--- src/rtl/lcdh_pkg.sv ---
package lcdh_pkg;

    localparam int PPL_W     = 6;
    localparam int FLD_W     = 8;
    localparam int GRAN_LOG2 = 4;
    localparam int STN_MIN   = 2;

    localparam int PPL_LSB   = 2;
    localparam int HSW_LSB   = PPL_LSB + PPL_W;
    localparam int HFP_LSB   = HSW_LSB + FLD_W;
    localparam int HBP_LSB   = HFP_LSB + FLD_W;
    localparam int CFG_W     = HBP_LSB + FLD_W;

    localparam int LEN_W     = FLD_W + 1;
    localparam int IDX_W     = PPL_W + GRAN_LOG2;
    localparam int CNT_W     = IDX_W + 1;

    typedef enum logic [1:0] {
        PH_SYNC   = 2'd0,
        PH_BACK   = 2'd1,
        PH_ACTIVE = 2'd2,
        PH_FRONT  = 2'd3
    } lcdh_phase_e;

    typedef struct packed {
        logic [CNT_W-1:0] act_len;
        logic [LEN_W-1:0] sync_len;
        logic [LEN_W-1:0] back_len;
        logic [LEN_W-1:0] front_len;
    } lcdh_len_t;

endpackage

--- src/rtl/lcdh_cfg_unpack.sv ---
module lcdh_cfg_unpack
    import lcdh_pkg::*;
(
    input  logic [CFG_W-1:0] cfg_word,
    input  logic             stn_mode,
    output lcdh_len_t        len
);

    localparam logic [CNT_W-1:0] CNT_ONE = CNT_W'(1);

    function automatic logic [LEN_W-1:0] field_len(input logic [FLD_W-1:0] f,
                                                   input logic            floor_en);
        logic [LEN_W-1:0] v;
        v = {1'b0, f} + LEN_W'(1);
        if (floor_en && (v < LEN_W'(STN_MIN)))
            v = LEN_W'(STN_MIN);
        return v;
    endfunction

    logic [PPL_W-1:0] ppl_f;
    logic [FLD_W-1:0] hsw_f, hfp_f, hbp_f;

    always_comb begin
        ppl_f = cfg_word[PPL_LSB +: PPL_W];
        hsw_f = cfg_word[HSW_LSB +: FLD_W];
        hfp_f = cfg_word[HFP_LSB +: FLD_W];
        hbp_f = cfg_word[HBP_LSB +: FLD_W];
        len.act_len   = (CNT_W'(ppl_f) + CNT_ONE) << GRAN_LOG2;
        len.sync_len  = field_len(hsw_f, stn_mode);
        len.back_len  = field_len(hbp_f, stn_mode);
        len.front_len = field_len(hfp_f, 1'b0);
    end

endmodule

--- src/rtl/lcdh_line_fsm.sv ---
module lcdh_line_fsm
    import lcdh_pkg::*;
(
    input  logic             clk,
    input  logic             rst,
    input  logic             pix_en,
    input  lcdh_len_t        live_len,
    output logic             sync_act,
    output logic             de,
    output logic [IDX_W-1:0] pix_idx,
    output logic             fetch_req,
    output logic             eol
);

    localparam logic [CNT_W-1:0] CNT_ONE = CNT_W'(1);

    lcdh_phase_e      ph_q, ph_d;
    logic [CNT_W-1:0] cnt_q, cnt_d, cur_len;
    logic             run_q;
    lcdh_len_t        len_q;
    logic             line_start;

    always_comb begin
        unique case (ph_q)
            PH_SYNC:   cur_len = CNT_W'(len_q.sync_len);
            PH_BACK:   cur_len = CNT_W'(len_q.back_len);
            PH_ACTIVE: cur_len = len_q.act_len;
            PH_FRONT:  cur_len = CNT_W'(len_q.front_len);
        endcase
    end

    always_comb begin
        ph_d  = ph_q;
        cnt_d = cnt_q + CNT_ONE;
        if (!run_q) begin
            ph_d  = PH_SYNC;
            cnt_d = '0;
        end else if (cnt_q == cur_len - CNT_ONE) begin
            cnt_d = '0;
            unique case (ph_q)
                PH_SYNC:   ph_d = PH_BACK;
                PH_BACK:   ph_d = PH_ACTIVE;
                PH_ACTIVE: ph_d = PH_FRONT;
                PH_FRONT:  ph_d = PH_SYNC;
            endcase
        end
        line_start = pix_en && (ph_d == PH_SYNC) && (cnt_d == '0);
    end

    // state register
    always_ff @(posedge clk) begin
        if (rst) begin
            ph_q  <= PH_SYNC;
            cnt_q <= '0;
            run_q <= 1'b0;
            len_q <= '0;
        end else if (pix_en) begin
            ph_q  <= ph_d;
            cnt_q <= cnt_d;
            run_q <= 1'b1;
            if (line_start)
                len_q <= live_len;
        end
    end

    // output register
    always_ff @(posedge clk) begin
        if (rst) begin
            sync_act  <= 1'b0;
            de        <= 1'b0;
            pix_idx   <= '0;
            fetch_req <= 1'b0;
            eol       <= 1'b0;
        end else begin
            fetch_req <= line_start;
            if (pix_en) begin
                sync_act <= (ph_d == PH_SYNC);
                de       <= (ph_d == PH_ACTIVE);
                pix_idx  <= (ph_d == PH_ACTIVE) ? cnt_d[IDX_W-1:0] : '0;
                eol      <= (ph_d == PH_FRONT) &&
                            (cnt_d == CNT_W'(len_q.front_len) - CNT_ONE);
            end
        end
    end


    fetch_one_cycle_chk: assert property (@(posedge clk) disable iff (rst)
        fetch_req |=> !fetch_req);


    de_sync_excl_chk: assert property (@(posedge clk) disable iff (rst)
        !(de && sync_act));


    hold_when_idle_chk: assert property (@(posedge clk) disable iff (rst)
        !pix_en |=> $stable(ph_q) && $stable(cnt_q) && $stable(pix_idx) && $stable(de));


    idx_step_chk: assert property (@(posedge clk) disable iff (rst)
        (pix_en && de && (ph_d == PH_ACTIVE)) |=> (pix_idx == $past(pix_idx) + IDX_W'(1)));


    eol_in_front_chk: assert property (@(posedge clk) disable iff (rst)
        eol |-> (ph_q == PH_FRONT));

endmodule

--- src/rtl/lcd_hline_gen.sv ---
module lcd_hline_gen
    import lcdh_pkg::*;
(
    input  logic             clk,
    input  logic             rst,
    input  logic             pix_en,
    input  logic             stn_mode,
    input  logic             sync_inv,
    input  logic [CFG_W-1:0] cfg_word,
    output logic             hsync,
    output logic             de,
    output logic [IDX_W-1:0] pix_idx,
    output logic             fetch_req,
    output logic             eol
);

    lcdh_len_t live_len;
    logic      sync_act;

    lcdh_cfg_unpack u_unpack (
        .cfg_word (cfg_word),
        .stn_mode (stn_mode),
        .len      (live_len)
    );

    lcdh_line_fsm u_fsm (
        .clk       (clk),
        .rst       (rst),
        .pix_en    (pix_en),
        .live_len  (live_len),
        .sync_act  (sync_act),
        .de        (de),
        .pix_idx   (pix_idx),
        .fetch_req (fetch_req),
        .eol       (eol)
    );

    assign hsync = sync_act ^ sync_inv;


    stn_floor_chk: assert property (@(posedge clk) disable iff (rst)
        stn_mode |-> (live_len.sync_len >= LEN_W'(STN_MIN)) && (live_len.back_len >= LEN_W'(STN_MIN)));

endmodule

--- config.mk ---
export PLATFORM = sky130hd
export DESIGN_NAME = lcd_hline_gen
export DESIGN_NICKNAME = d
export VERILOG_FILES = /design/src/rtl/lcdh_pkg.sv /design/src/rtl/lcdh_cfg_unpack.sv /design/src/rtl/lcdh_line_fsm.sv /design/src/rtl/lcd_hline_gen.sv
export SDC_FILE = /design/constraint.sdc
export NUM_CORES = 1
export LEC_CHECK = 0
export ABC_CLOCK_PERIOD_IN_PS = 4500
export BUFFER_PORTS_ARGS = -buffer_cell sky130_fd_sc_hd__buf_2
export CAP_MARGIN = 40
export CORE_UTILIZATION = 54
export DETAILED_ROUTE_END_ITERATION = 10
export PLACE_DENSITY_LB_ADDON = 0.1
export SYNTH_ARGS = -nofsm -noshare
export SYNTH_HDL_FRONTEND = slang
export SYNTH_SLANG_ARGS = --single-unit
export TNS_END_PERCENT = 10
--- constraint.sdc ---
create_clock -name clk -period 4.5 [get_ports clk]
set_input_delay 0.9 -clock clk [delete_from_list [all_inputs] [get_ports clk]]
set_output_delay 0.9 -clock clk [all_outputs]
set_load 0.01 [all_outputs]
# Yosys cells after proc, flatten, opt, wreduce, memory -nomap -nowiden

Cells that the tools add are included.

Multiply operators: 0
$lt $le $gt $ge: 2
Equal/unequal tests: 7
Bitwise logic cells: 1
Reduce and logical (&&, ||, !) cells: 9
Shift-type cells: 0
Add/sub/neg operators: 7
Div/mod/pow operators: 0
Multiplexer cells: 9

Operator list:

| cell                  | count |
|---|---|
| $pmux 11 s4           | 1 |
| $add 8x1->9 const B   | 3 |
| $eq 11x11->1          | 2 |
| $mux 11               | 2 |
| $lt 9x2->1 const B    | 2 |
| $mux 9                | 2 |
| $add 11x1->11 const B | 1 |
| $logic_not 11->1      | 1 |
| $sub 11x1->11 const B | 1 |
| $mux 10               | 1 |
| $sub 9x1->10 const B  | 1 |
| $eq 2x2->1 const B    | 4 |
| $pmux 2 s4            | 1 |
| $add 6x1->7 const B   | 1 |
| $logic_and 1x1->1     | 5 |
| $logic_not 2->1       | 2 |
| $mux 2                | 2 |
| $eq 2x1->1 const B    | 1 |
| $reduce_and 2->1      | 1 |
| $xor 1x1->1           | 1 |

Bits in latches: 0
RAM bits: 0
Input port bits: 37
Memories: 0
Bits in registers: 62
Output and inout port bits: 14
Memory bits (read-only): 0
Word-level logic and storage cells: 47

# Logic depth before layout (Yosys ltp)

Gate-level depths: netlist of run 1.

Depth in word-level cells: 10
Depth in mapped cells: 19
Depth with buffers taken out: 15

# Hierarchy

From an unflattened synthesis of run 1, not the netlist that was laid out.

Cell total of the unflattened synthesis: 554
Area total of the unflattened synthesis: 4441.8 µm²

By module, submodules not included:

| module          | cells each | area an instance (µm²) | instances | sequential area each (µm²) |
|---|---|---|---|---|
| lcdh_line_fsm   | 463        | 3817.4                 | 1         | 1321.3 |
| lcdh_cfg_unpack | 90         | 615.6                  | 1         | 0.0 |
| lcd_hline_gen   | 1          | 8.8                    | 1         | 0.0 |

# Least setup slack after synthesis of run 1

OpenSTA, ideal clock, no wires.

Path type: register to register
From: register u_fsm.ph_q[0]
To: register u_fsm.len_q[2] in the netlist's numbering
Library setup time: 0.080 ns
Clock period less this slack: 3.990 ns
Data required time: 4.420 ns
Setup slack: 0.510 ns
Cell stages (with the launch flop): 18
Arrival: 3.910 ns
Path buffers: 4
Cells stage by stage: dfxtp_1 inv_1 ha_1 buf_4 a221oi_1 or2_2 ha_1 buf_1 inv_1 a2111oi_0 nand3_1 a2111oi_4 mux2i_1 a221oi_2 buf_4 buf_6 nor2_1 a211oi_2

Word-level cells in the longest chain between the ends: 10
Elaborated cells between the ends (all ways): 17
Classes of those cells: add/sub (1); eq/ne (4); mux (6); reduce/logical (6)

Ends and longest elaborated chain:

| item                                                                  | line                | source |
|---|---|---|
| start: declaration                                                    | lcdh_line_fsm.sv:17 | `lcdh_phase_e ph_q, ph_d;` |
| start signal: assignment                                              | lcdh_line_fsm.sv:58 | `ph_q <= ph_d;` |
| parallel branches: the longest is 8 deep, another holds $sub 11x1->11 | --                  |  |
| $logic_and 1x1->1 *                                                   | lcdh_line_fsm.sv:47 | `line_start = pix_en && (ph_d == PH_SYNC) && (cnt_d == '0);` |
| $reduce_and 2->1 (no line) *                                          | --                  |  |
| end signal: assignment                                                | lcdh_line_fsm.sv:62 | `len_q <= live_len;` |
| end: declaration                                                      | lcdh_line_fsm.sv:20 | `lcdh_len_t len_q;` |

Every way passes the cells marked *.
A chain may end at the register's enable or synchronous reset.

# Worst setup path in the final report of run 1

From: register u_fsm.ph_q[1]
To: register u_fsm.len_q[13] in the netlist's numbering

The elaborated chain is that of the path after synthesis.

==> results of run 1 <==
-- metal layers --
layer,up-vias,share of wire
li1,1976,-
met1,1901,0.46
met2,96,0.48
met3,17,0.033
met4,0,0.020
met5,-,0
-- timing repair --
item / in CTS / in global routing
hold buffers: 0 / 0
gates resized for setup: 0 / 10
endpoints found under the hold margin: 0 / 0
setup endpoints to repair: 0 / 46
setup buffers: 0 / 2
-- final cells by class --
class	count	area [um2]	share of cell area
timing repair buffer	65	397	0.0819
tap	99	124	0.0256
clock buffer	10	128	0.0263
inverter	16	60.1	0.0124
multi-input combinational	407	2810	0.580
sequential	62	1240	0.256
clock inverter	6	86.3	0.0178
-- stage by stage --
step                utilization  TNS, ns  power, mW
floorplan                     -        0      0.820
global placement          0.616        0      0.888
detailed placement        0.616        0      0.896
CTS                       0.644        0       1.42
global route              0.654   -0.382       1.49
finish                    0.654        0       1.43
-- cells by family after synthesis --
kind of cell               synth area share
adders and majority gates            0.0324
and+or+nand+nor                       0.240
DFF                                   0.292
xor gates and xnor gates              0.111
muxes                                0.0259
AOI/OAI and AO/OA                     0.244
buffers and inverters                0.0540
-- critical path, stage by stage (launching register included) --
cell,delay [ns]
dfxtp_1,0.46
inv_1,0.12
ha_1,0.26
buf_4,0.19
a221oi_1,0.48
nor2_1,0.15
a211o_1,0.31
a2111oi_2,0.39
nand3_1,0.24
a2111o_1,0.42
and2_1,0.23
a221oi_4,0.23
buf_4,0.20
buf_8,0.27
nor2_1,0.10
a211oi_2,0.18
-- state kept, by name (all words and copies together) (netlist names) --
name             count
u_fsm.len_q         34
u_fsm.cnt_q         11
u_fsm.pix_idx       10
u_fsm.ph_q           2
u_fsm.de             1
u_fsm.eol            1
u_fsm.fetch_req      1
u_fsm.run_q          1
u_fsm.sync_act       1
-- power groups by stage --
stage / clock (mW) / combinational [mW] / sequential [mW]
2_1_floorplan: 0 / 0.218 / 0.602
3_5_place_dp: 0 / 0.281 / 0.615
3_3_place_gp: 0 / 0.274 / 0.615
4_1_cts: 0.536 / 0.283 / 0.602
5_1_grt: 0.563 / 0.324 / 0.606
6_report: 0.535 / 0.294 / 0.604
-- worst min path at each step --
stage                     start               end  slack (ns)
5_1_grt               u_fsm.eol         u_fsm.eol        0.48
2_1_floorplan   u_fsm.len_q[17]   u_fsm.len_q[17]        0.44
6_report              u_fsm.eol         u_fsm.eol        0.45
3_5_place_dp          u_fsm.eol         u_fsm.eol        0.44
3_3_place_gp   u_fsm.pix_idx[5]  u_fsm.pix_idx[5]        0.44
4_1_cts               u_fsm.eol         u_fsm.eol        0.46
-- cells in the final DEF (no fill, tap or decap), types with 6 or more instances in the layout --
master	count
nor2_1	62
dfxtp_1	62
buf_2	48
nand2_1	35
xnor2_1	33
nand3_1	30
a21oi_1	28
xor2_1	21
a211oi_2	19
inv_1	16
buf_4	14
and3_1	12
nor2b_1	10
mux2i_1	10
nor3_1	10
o21ai_0	10
ha_1	9
clkbuf_8	9
a211oi_1	8
a22o_1	8
a22oi_1	7
nand2b_1	7
nand4_1	6
==> flow_summary.yaml, run 1 <==
critical_path:
  r2r-end: "u_fsm.len_q[13]"
  crit_type: "reg2reg"
  startpoint_type: "flip-flop"
  crit_arrival_ns: 4.60
  r2r_slack_ns: 0.18
  worst_setup_path_end_kind: "flip-flop"
  crit_required_ns: 4.78
  cp-startpoint: "u_fsm.ph_q[1]"
  crit_end: "u_fsm.len_q[13]"
  reg2reg_from: "u_fsm.ph_q[1]"
  path_max_fanout: 32
  ff2ff_path_depth: 15
floorplan:
  top_level_ports: 51
  die_x_um: 90.7
  die_area_mm2: 0.00822
  num_rows: 31
  coreArea_mm2: 0.00741
  initial_core_util: 0.573
  die_height_um: 90.7
grt:
  antenna_found_initial: 0
  met3_usage: 0.0320
  globalRouteMet2Util: 0.431
  grtUsageTotal: 0.258
  grt_pass1_vias: 3537
  grt_max_degree: 66
  grt_pass1_wl_mm: 17.1
  grt.busiest_layer: "met2"
  globalRouteMet1Util: 0.332
  grt-ovfl-total: 0
layout:
  nets: 609
  stdcell_count: 665
  fin_area_mm2: 0.00484
  drive_gt1_frac: 0.201
  syn_to_final_growth_pct: 14.1
  num_antenna_cells: 0
  nFillCells: 645
pwr:
  p_switching_uw: 424
  p_seq_frac: 0.421
  p_int_mw: 1.01
  power_leakage_nw: 1.83
  switching_share: 0.296
  vdd_ir_drop_max_uv: 215
  power_density_mw_per_mm2: 296
  comb_power_share: 0.206
  pwr-share-clk: 0.373
place:
  pre_cts_ws_ns: 0.101
  post-place-cells: 645
  placed_cell_area_mm2: 0.00456
  place_congestion: 0.906
  io_buffers: 48
  hpwl_mm: 7.75
drt:
  vias: 3990
  drc: 0
  drt_iter0_drc: 140
  drt-pass1-iter-count: 4
  vias_per_cell: 6.00
  antenna_left: 0
  wire_per_inst_um: 16.2
  totalWireLength_mm: 10.8
timing:
  finClkSkew_ns: 0.00829
  fmax_mhz: 231
  final_max_slew_viol_count: 0
  worst_slack_ns: 0.180
  relSlewSlack: 0.530
  hold_violations: 0
  period_share: 0.960
  worst_pin_slew_ns: 0.700
  whs_ns: 0.452
  setup_violations: 0
  min_period_ns: 4.32
status:
  status: "complete, no violations"
synth:
  synth_commonest_cells: "62 x dfxtp_1, 62 x nor2_1, 35 x nand2_1"
  yosysWarnings: 0
  yosys.area.top_type: "dfxtp_1"
  synthCells: 516
  synth_flop_cell: "dfxtp_1"
  syn_area_per_cell_um2: 8.22
  ys_types: 60
  synth_top_area_share: 0.292
  synthTopCellsByArea: "dfxtp_1 29%, xnor2_1 6.8%, a211oi_2 5.6%"
  synth_fp_nets: 564
  syn_area_mm2: 0.00424
  synth_edf_count: 0
  ys_seq_elements: 62
  ys_seq_area_frac: 0.292
  synthArstFlopShare: 0
clock_network:
  numCtsBuffers: 9
  clkTransAtPathRegs_ns: 0.07
  insertion_delay_ns: 0.35
  cts_tree: "yes"
  clock_path_buffers: 2
  clock-sinks: 62
  cts_root_buf: "clkbuf_8"
  htree_levels: 3
worst_hold_path:
  hold_depth: 2
  hp-class: "reg2reg"
job:
  max-cap-violations: 0
No activity file was read; power rests on OpenSTA's default activity.
==> run 2, diff against run 1 <==
--- a/config.mk
+++ b/config.mk
@@ -5,6 +5,7 @@
 export SDC_FILE = /design/constraint.sdc
 export NUM_CORES = 1
 export LEC_CHECK = 0
+export ABC_AREA = 1
 export ABC_CLOCK_PERIOD_IN_PS = 4500
 export BUFFER_PORTS_ARGS = -buffer_cell sky130_fd_sc_hd__buf_2
 export CAP_MARGIN = 40
==> flow_summary.yaml, run 2 <==
grt:
  grt-ovfl-total: 0
  grtUsageTotal: 0.286
  grt_pass1_wl_mm: 19.5
  antenna_found_initial: 0
  grt_max_degree: 46
  grt_pass1_vias: 4089
layout:
  drive_gt1_frac: 0.132
  num_antenna_cells: 0
  layout_commonest_cell: "nand2_1"
  nFillCells: 794
  syn_to_final_growth_pct: 9.34
  nets: 778
  regMostFlops: "u_fsm.len_q"
  top_regs: "u_fsm.len_q x34, u_fsm.cnt_q x11, u_fsm.pix_idx x10"
  mostFrequentLayoutCells: "186 x nand2_1, 90 x nand3_1, 66 x nor2_1, 66 x a21oi_1, 62 x dfxtp_1"
  stdcell_count: 837
  largest_reg_flops: 34
synth:
  synth_compound_area_frac: 0.112
  yosysWarnings: 0
  synth_top_family_by_area: "simple AND/OR/NAND/NOR gates"
  synth.most_common_cell: "nand2_1"
  synthTopCellsByArea: "dfxtp_1 28%, nand2_1 16%, nand3_1 10%"
  yosys.area.top_type: "dfxtp_1"
  syn_area_per_cell_um2: 6.37
  synth_commonest_cells: "186 x nand2_1, 90 x nand3_1, 66 x a21oi_1, 66 x nor2_1, 62 x dfxtp_1"
  synthCells: 700
  synth-simple-area-share: 0.422
  synth.area.mux_share: 0
  ys_seq_elements: 62
  synth_xor_xnor_area_share: 0.0569
  syn_area_mm2: 0.00446
  synthArstFlopShare: 0
  ys_types: 38
  synth_top_area_share: 0.278
  synth_flop_cell: "dfxtp_1"
  synth_edf_count: 0
  ys_seq_area_frac: 0.278
  synth_fp_nets: 748
  synth_fa_ha_area_frac: 0.0309
floorplan:
  die_area_mm2: 0.00863
  top_level_ports: 51
  coreArea_mm2: 0.00785
  num_rows: 32
  die_height_um: 92.9
  initial_core_util: 0.568
  die_x_um: 92.9
timing:
  min_period_ns: 4.01
  hold_violations: 0
  setup_violations: 0
  final_max_slew_viol_count: 0
  relSlewSlack: 0.453
  fmax_mhz: 249
  setup-tns-final_ns: 0
  period_share: 0.891
  grt_setup_unrepaired: "false"
  worst_pin_slew_ns: 0.819
  finClkSkew_ns: 0.0104
pwr:
  power_density_mw_per_mm2: 329
  vdd_ir_drop_max_uv: 185
  power_leakage_nw: 2.17
worst_hold_path:
  hp-class: "reg2reg"
clock_network:
  cts_root_buf: "clkbuf_8"
  insertion_delay_ns: 0.35
  clkTransAtPathRegs_ns: 0.08
  htree_levels: 3
  clock_path_buffers: 2
  numCtsBuffers: 9
  postCtsSetupRepairBufs: 0
  cts_tree: "yes"
  holdBufCountCts: 0
  clock-sinks: 62
  cts_resized: 0
drt:
  wire_per_inst_um: 13.8
  antenna_left: 0
  drc: 0
  drt_iter0_drc: 369
  totalWireLength_mm: 11.6
  vias: 4581
  drt-pass1-iter-count: 5
  vias_per_cell: 5.47
critical_path:
  critical_path.most_common_cell: "nand2_1"
  path_max_fanout: 45
  crit_required_ns: 4.75
  r2r_slack_ns: 0.49
  crit_type: "reg2reg"
  reg2reg_from: "u_fsm.ph_q[0]"
  path_depth: 21
  crit_arrival_ns: 4.26
  slowest_stage: "dfxtp_1"
  cpPeakStageDelay_ns: 0.41
  worst_setup_path_end_kind: "flip-flop"
  crit_family: "simple AND/OR/NAND/NOR gates"
  startpoint_type: "flip-flop"
  r2r-end: "u_fsm.len_q[21]"
  path_buf_inv: 5
  crit_end: "u_fsm.len_q[21]"
  cp-startpoint: "u_fsm.ph_q[0]"
  ff2ff_path_depth: 21
  cp_cell_sequence: "inv_1, ha_1, inv_2, nand2_1, o21bai_4, inv_1, nor2_1, nand3_1, nand2_1, nand2_1, nor2_1, nand3_1, nand2_1, inv_2, o21ai_1, nand3_1, nor2_8, buf_12, nand3_1, nand2_1, nor2_1"
job:
  max-cap-violations: 0
place:
  place_congestion: 0.894
  io_buffers: 48
  post-place-cells: 821
  hpwl_mm: 8.71
status:
  status: "complete, no violations"
run 2: cell count changes after synthesis, moves of 8 or more:
cell	delta
a22o_1	-8
xnor2_1	-20
nand3_1	+60
nor2b_1	-10
a21oi_1	+38
and3_1	-11
a211oi_2	-19
a211oi_1	-8
nand4_1	+22
mux2i_1	-11
inv_1	+43
nand2_1	+151
run 2: final cells by class:
class / instances / area, um2 / area share
Multi-Input combinational cell: 542 / 2780 / 0.569
Sequential cell: 62 / 1240 / 0.254
Timing Repair Buffer: 52 / 295 / 0.0605
Inverter: 63 / 236 / 0.0485
Clock buffer: 11 / 141 / 0.0290
Tap cell: 102 / 128 / 0.0262
Clock inverter: 5 / 58.8 / 0.0121
run 2: kinds of logic (layout without fill, tap and decap cells):
| family | count (synthesis) | after routing |
|---|---|---|
| simple gates | 409 | 409 |
| buf+inv | 96 | 131 |
| compound gates | 93 | 93 |
| flops | 62 | 62 |
| xor+xnor | 29 | 29 |
| fa+ha+maj | 11 | 11 |
run 2: where the power goes:
group | leakage (nW) | total [mW] | internal (mW) | switching (mW)
clock | 0.0955 | 0.517 | 0.271 | 0.246
sequential | 0.507 | 0.614 | 0.583 | 0.0310
combinational | 1.57 | 0.475 | 0.168 | 0.307
run 2: worst min-delay path by stage:
stage | depth (start not counted) | slack [ns] | start | endpoint
3_5_place_dp | 2 | 0.45 | u_fsm.len_q[19] | u_fsm.len_q[19]
5_1_grt | 2 | 0.48 | u_fsm.len_q[19] | u_fsm.len_q[19]
2_1_floorplan | 2 | 0.44 | u_fsm.len_q[19] | u_fsm.len_q[19]
3_3_place_gp | 2 | 0.45 | u_fsm.len_q[19] | u_fsm.len_q[19]
4_1_cts | 2 | 0.46 | u_fsm.len_q[19] | u_fsm.len_q[19]
6_report | 2 | 0.46 | u_fsm.len_q[19] | u_fsm.len_q[19]
run 2: per-stage QoR:
step	util	setup WS [ns]	instance area, um2	hold WS (ns)	total power [mW]
3_5_place_dp	0.596	0.551	4680	0.449	1.09
4_1_cts	0.621	0.523	4880	0.460	1.60
6_report	0.621	0.490	4880	0.464	1.61
5_1_grt	0.621	0.148	4880	0.477	1.70
3_3_place_gp	0.596	0.610	4680	0.447	1.08
2_1_floorplan	-	1.37	4460	0.435	0.995
run 2: worst reg2reg max path: stages (launching register included):
cell and delay, ns:
dfxtp_1 0.41, inv_1 0.10, ha_1 0.26, inv_2 0.26, nand2_1 0.16, o21bai_4 0.27
inv_1 0.11, nor2_1 0.28, nand3_1 0.15, nand2_1 0.10, nand2_1 0.05, nor2_1 0.12
nand3_1 0.40, nand2_1 0.21, inv_2 0.08, o21ai_1 0.09, nand3_1 0.18, nor2_8 0.17
buf_12 0.22, nand3_1 0.14, nand2_1 0.07, nor2_1 0.06
run 2: layer usage:
layer,routed length (um),global-route usage,vias to the layer above
met5,0,0,-
met4,169,0.0808,0
met3,722,0.0591,15
met2,5360,0.457,146
met1,5320,0.387,2067
li1,-,-,2353
==> run 3, diff against run 2 <==
--- a/config.mk
+++ b/config.mk
@@ -9,8 +9,11 @@
 export ABC_CLOCK_PERIOD_IN_PS = 4500
 export BUFFER_PORTS_ARGS = -buffer_cell sky130_fd_sc_hd__buf_2
 export CAP_MARGIN = 40
-export CORE_UTILIZATION = 54
+export CELL_PAD_IN_SITES_DETAIL_PLACEMENT = 1
+export CELL_PAD_IN_SITES_GLOBAL_PLACEMENT = 1
+export CORE_UTILIZATION = 42
 export DETAILED_ROUTE_END_ITERATION = 10
+export MAX_ROUTING_LAYER = met4
 export PLACE_DENSITY_LB_ADDON = 0.1
 export SYNTH_ARGS = -nofsm -noshare
 export SYNTH_HDL_FRONTEND = slang
==> flow_summary.yaml, run 3 (same netlist as run 2, synthesis figures left out) <==
status:
  status: "complete, no violations"
grt:
  grt_pass1_vias: 4618
  grt_max_degree: 39
  antenna_found_initial: 0
  grt-ovfl-total: 0
  grt_pass1_wl_mm: 22.4
  grtUsageTotal: 0.264
worst_hold_path:
  hold_depth: 2
  hp-class: "reg2reg"
  holdPathEnd: "u_fsm.pix_idx[7]"
  min_from: "u_fsm.pix_idx[7]"
drt:
  totalWireLength_mm: 13.3
  antenna_left: 0
  drc: 0
  drt_iter0_drc: 141
  wire_per_inst_um: 15.3
  vias_per_cell: 5.32
  drt-pass1-iter-count: 4
  vias: 4638
critical_path:
  r2r-end: "u_fsm.len_q[0]"
  ff2ff_path_depth: 20
  crit_required_ns: 4.73
  r2r_slack_ns: 0.48
  worst_setup_path_end_kind: "flip-flop"
  startpoint_type: "flip-flop"
  crit_arrival_ns: 4.24
  path_max_fanout: 38
  crit_type: "reg2reg"
  reg2reg_from: "u_fsm.ph_q[0]"
clock_network:
  holdBufCountCts: 0
  cts_resized: 0
  insertion_delay_ns: 0.36
  clock-sinks: 62
  cts_root_buf: "clkbuf_8"
  clkTransAtPathRegs_ns: 0.07
  clock_path_buffers: 2
  cts_tree: "yes"
  postCtsSetupRepairBufs: 0
  numCtsBuffers: 9
  htree_levels: 3
layout:
  nets: 779
  fin_area_mm2: 0.00489
  syn_to_final_growth_pct: 9.71
  regMostFlops: "u_fsm.len_q"
  top_regs: "u_fsm.len_q x34, u_fsm.cnt_q x11, u_fsm.pix_idx x10"
  num_antenna_cells: 0
  mostFrequentLayoutCells: "186 x nand2_1, 90 x nand3_1, 66 x nor2_1, 66 x a21oi_1, 62 x dfxtp_1"
  drive_gt1_frac: 0.131
  stdcell_count: 871
  largest_reg_flops: 34
  layout_commonest_cell: "nand2_1"
pwr:
  power_density_mw_per_mm2: 316
  total_power_mw: 1.55
  power_leakage_nw: 2.17
  vdd_ir_drop_max_uv: 143
place:
  hpwl_mm: 10.4
  placed_cell_area_mm2: 0.00473
  io_buffers: 48
  post-place-cells: 856
  place_congestion: 0.879
timing:
  period_share: 0.892
  setup-tns-final_ns: 0
  setup_violations: 0
  hold_violations: 0
  fmax_mhz: 249
  min_period_ns: 4.02
  relSlewSlack: 0.433
  final_max_slew_viol_count: 0
  finClkSkew_ns: 0.0154
  grt_setup_unrepaired: "false"
  worst_pin_slew_ns: 0.849
floorplan:
  top_level_ports: 51
  die_area_mm2: 0.0110
  die_height_um: 105
  initial_core_util: 0.432
  coreArea_mm2: 0.0103
  die_x_um: 105
  num_rows: 37
job:
  max-cap-violations: 0
run 3: cell types whose count changed in the layout (fill, tap and decap cells not counted):
cell        change
buf_4           +1
bufinv_16       -1
clkbuf_1        +1
clkinvlp_4      -1
run 3: how the worst max path moves through the flow:
stage	startpoint	endpoint	slack, ns	depth (start not counted)
floorplan	u_fsm.ph_q[0]	u_fsm.len_q[8]	1.37	21
detailed placement	u_fsm.ph_q[1]	u_fsm.len_q[18]	0.51	20
global route	u_fsm.ph_q[0]	u_fsm.len_q[20]	0.11	21
finish	u_fsm.ph_q[0]	u_fsm.len_q[0]	0.48	20
global placement	u_fsm.ph_q[0]	u_fsm.len_q[18]	0.57	20
CTS	u_fsm.ph_q[0]	u_fsm.len_q[18]	0.46	22
run 3: metrics by stage:
step	worst slack, ns	utilization	hold WS, ns
global route	0.112	0.474	0.485
floorplan	1.37	-	0.435
finish	0.485	0.474	0.463
detailed placement	0.511	0.458	0.457
global placement	0.573	0.458	0.449
CTS	0.463	0.474	0.468
run 3: final cells by class:
type                    instances  area, um2
well taps                     136        170
clock buffers                  12        145
inverters                      63        236
clock inverters                 3       21.3
repair buffers                 53        303
fillers                      1440       5430
multi-input cells             542       2780
flip-flops and latches         62       1240
run 3: worst max-delay path: stages, from the launching register on:
cell and delay (ns):
dfxtp_1 0.40, inv_1 0.10, ha_1 0.27, inv_2 0.27, or2_1 0.18, nand2_2 0.09, ha_1 0.31, xnor2_1 0.12
nor2_1 0.13, nand2_1 0.06, nor2_1 0.16, nand2_1 0.09, nor2_2 0.26, nand3_4 0.25, nand2_1 0.23, nand4_2 0.20
nor2_8 0.25, buf_12 0.22, nand3_1 0.11, nand2_1 0.10, a21oi_2 0.04
run 3: metal layers:
layer,GRT usage,vias up,share of wire
met3,0.0424,20,0.028
met4,0.0694,0,0.015
li1,-,2350,-
met5,-,-,0
met2,0.435,65,0.48
met1,0.336,2203,0.48
run 3: report_power, final:
part / total, mW / switching (mW) / internal (mW)
clock: 0.443 / 0.231 / 0.212
sequential: 0.614 / 0.0310 / 0.583
combinational: 0.490 / 0.322 / 0.169
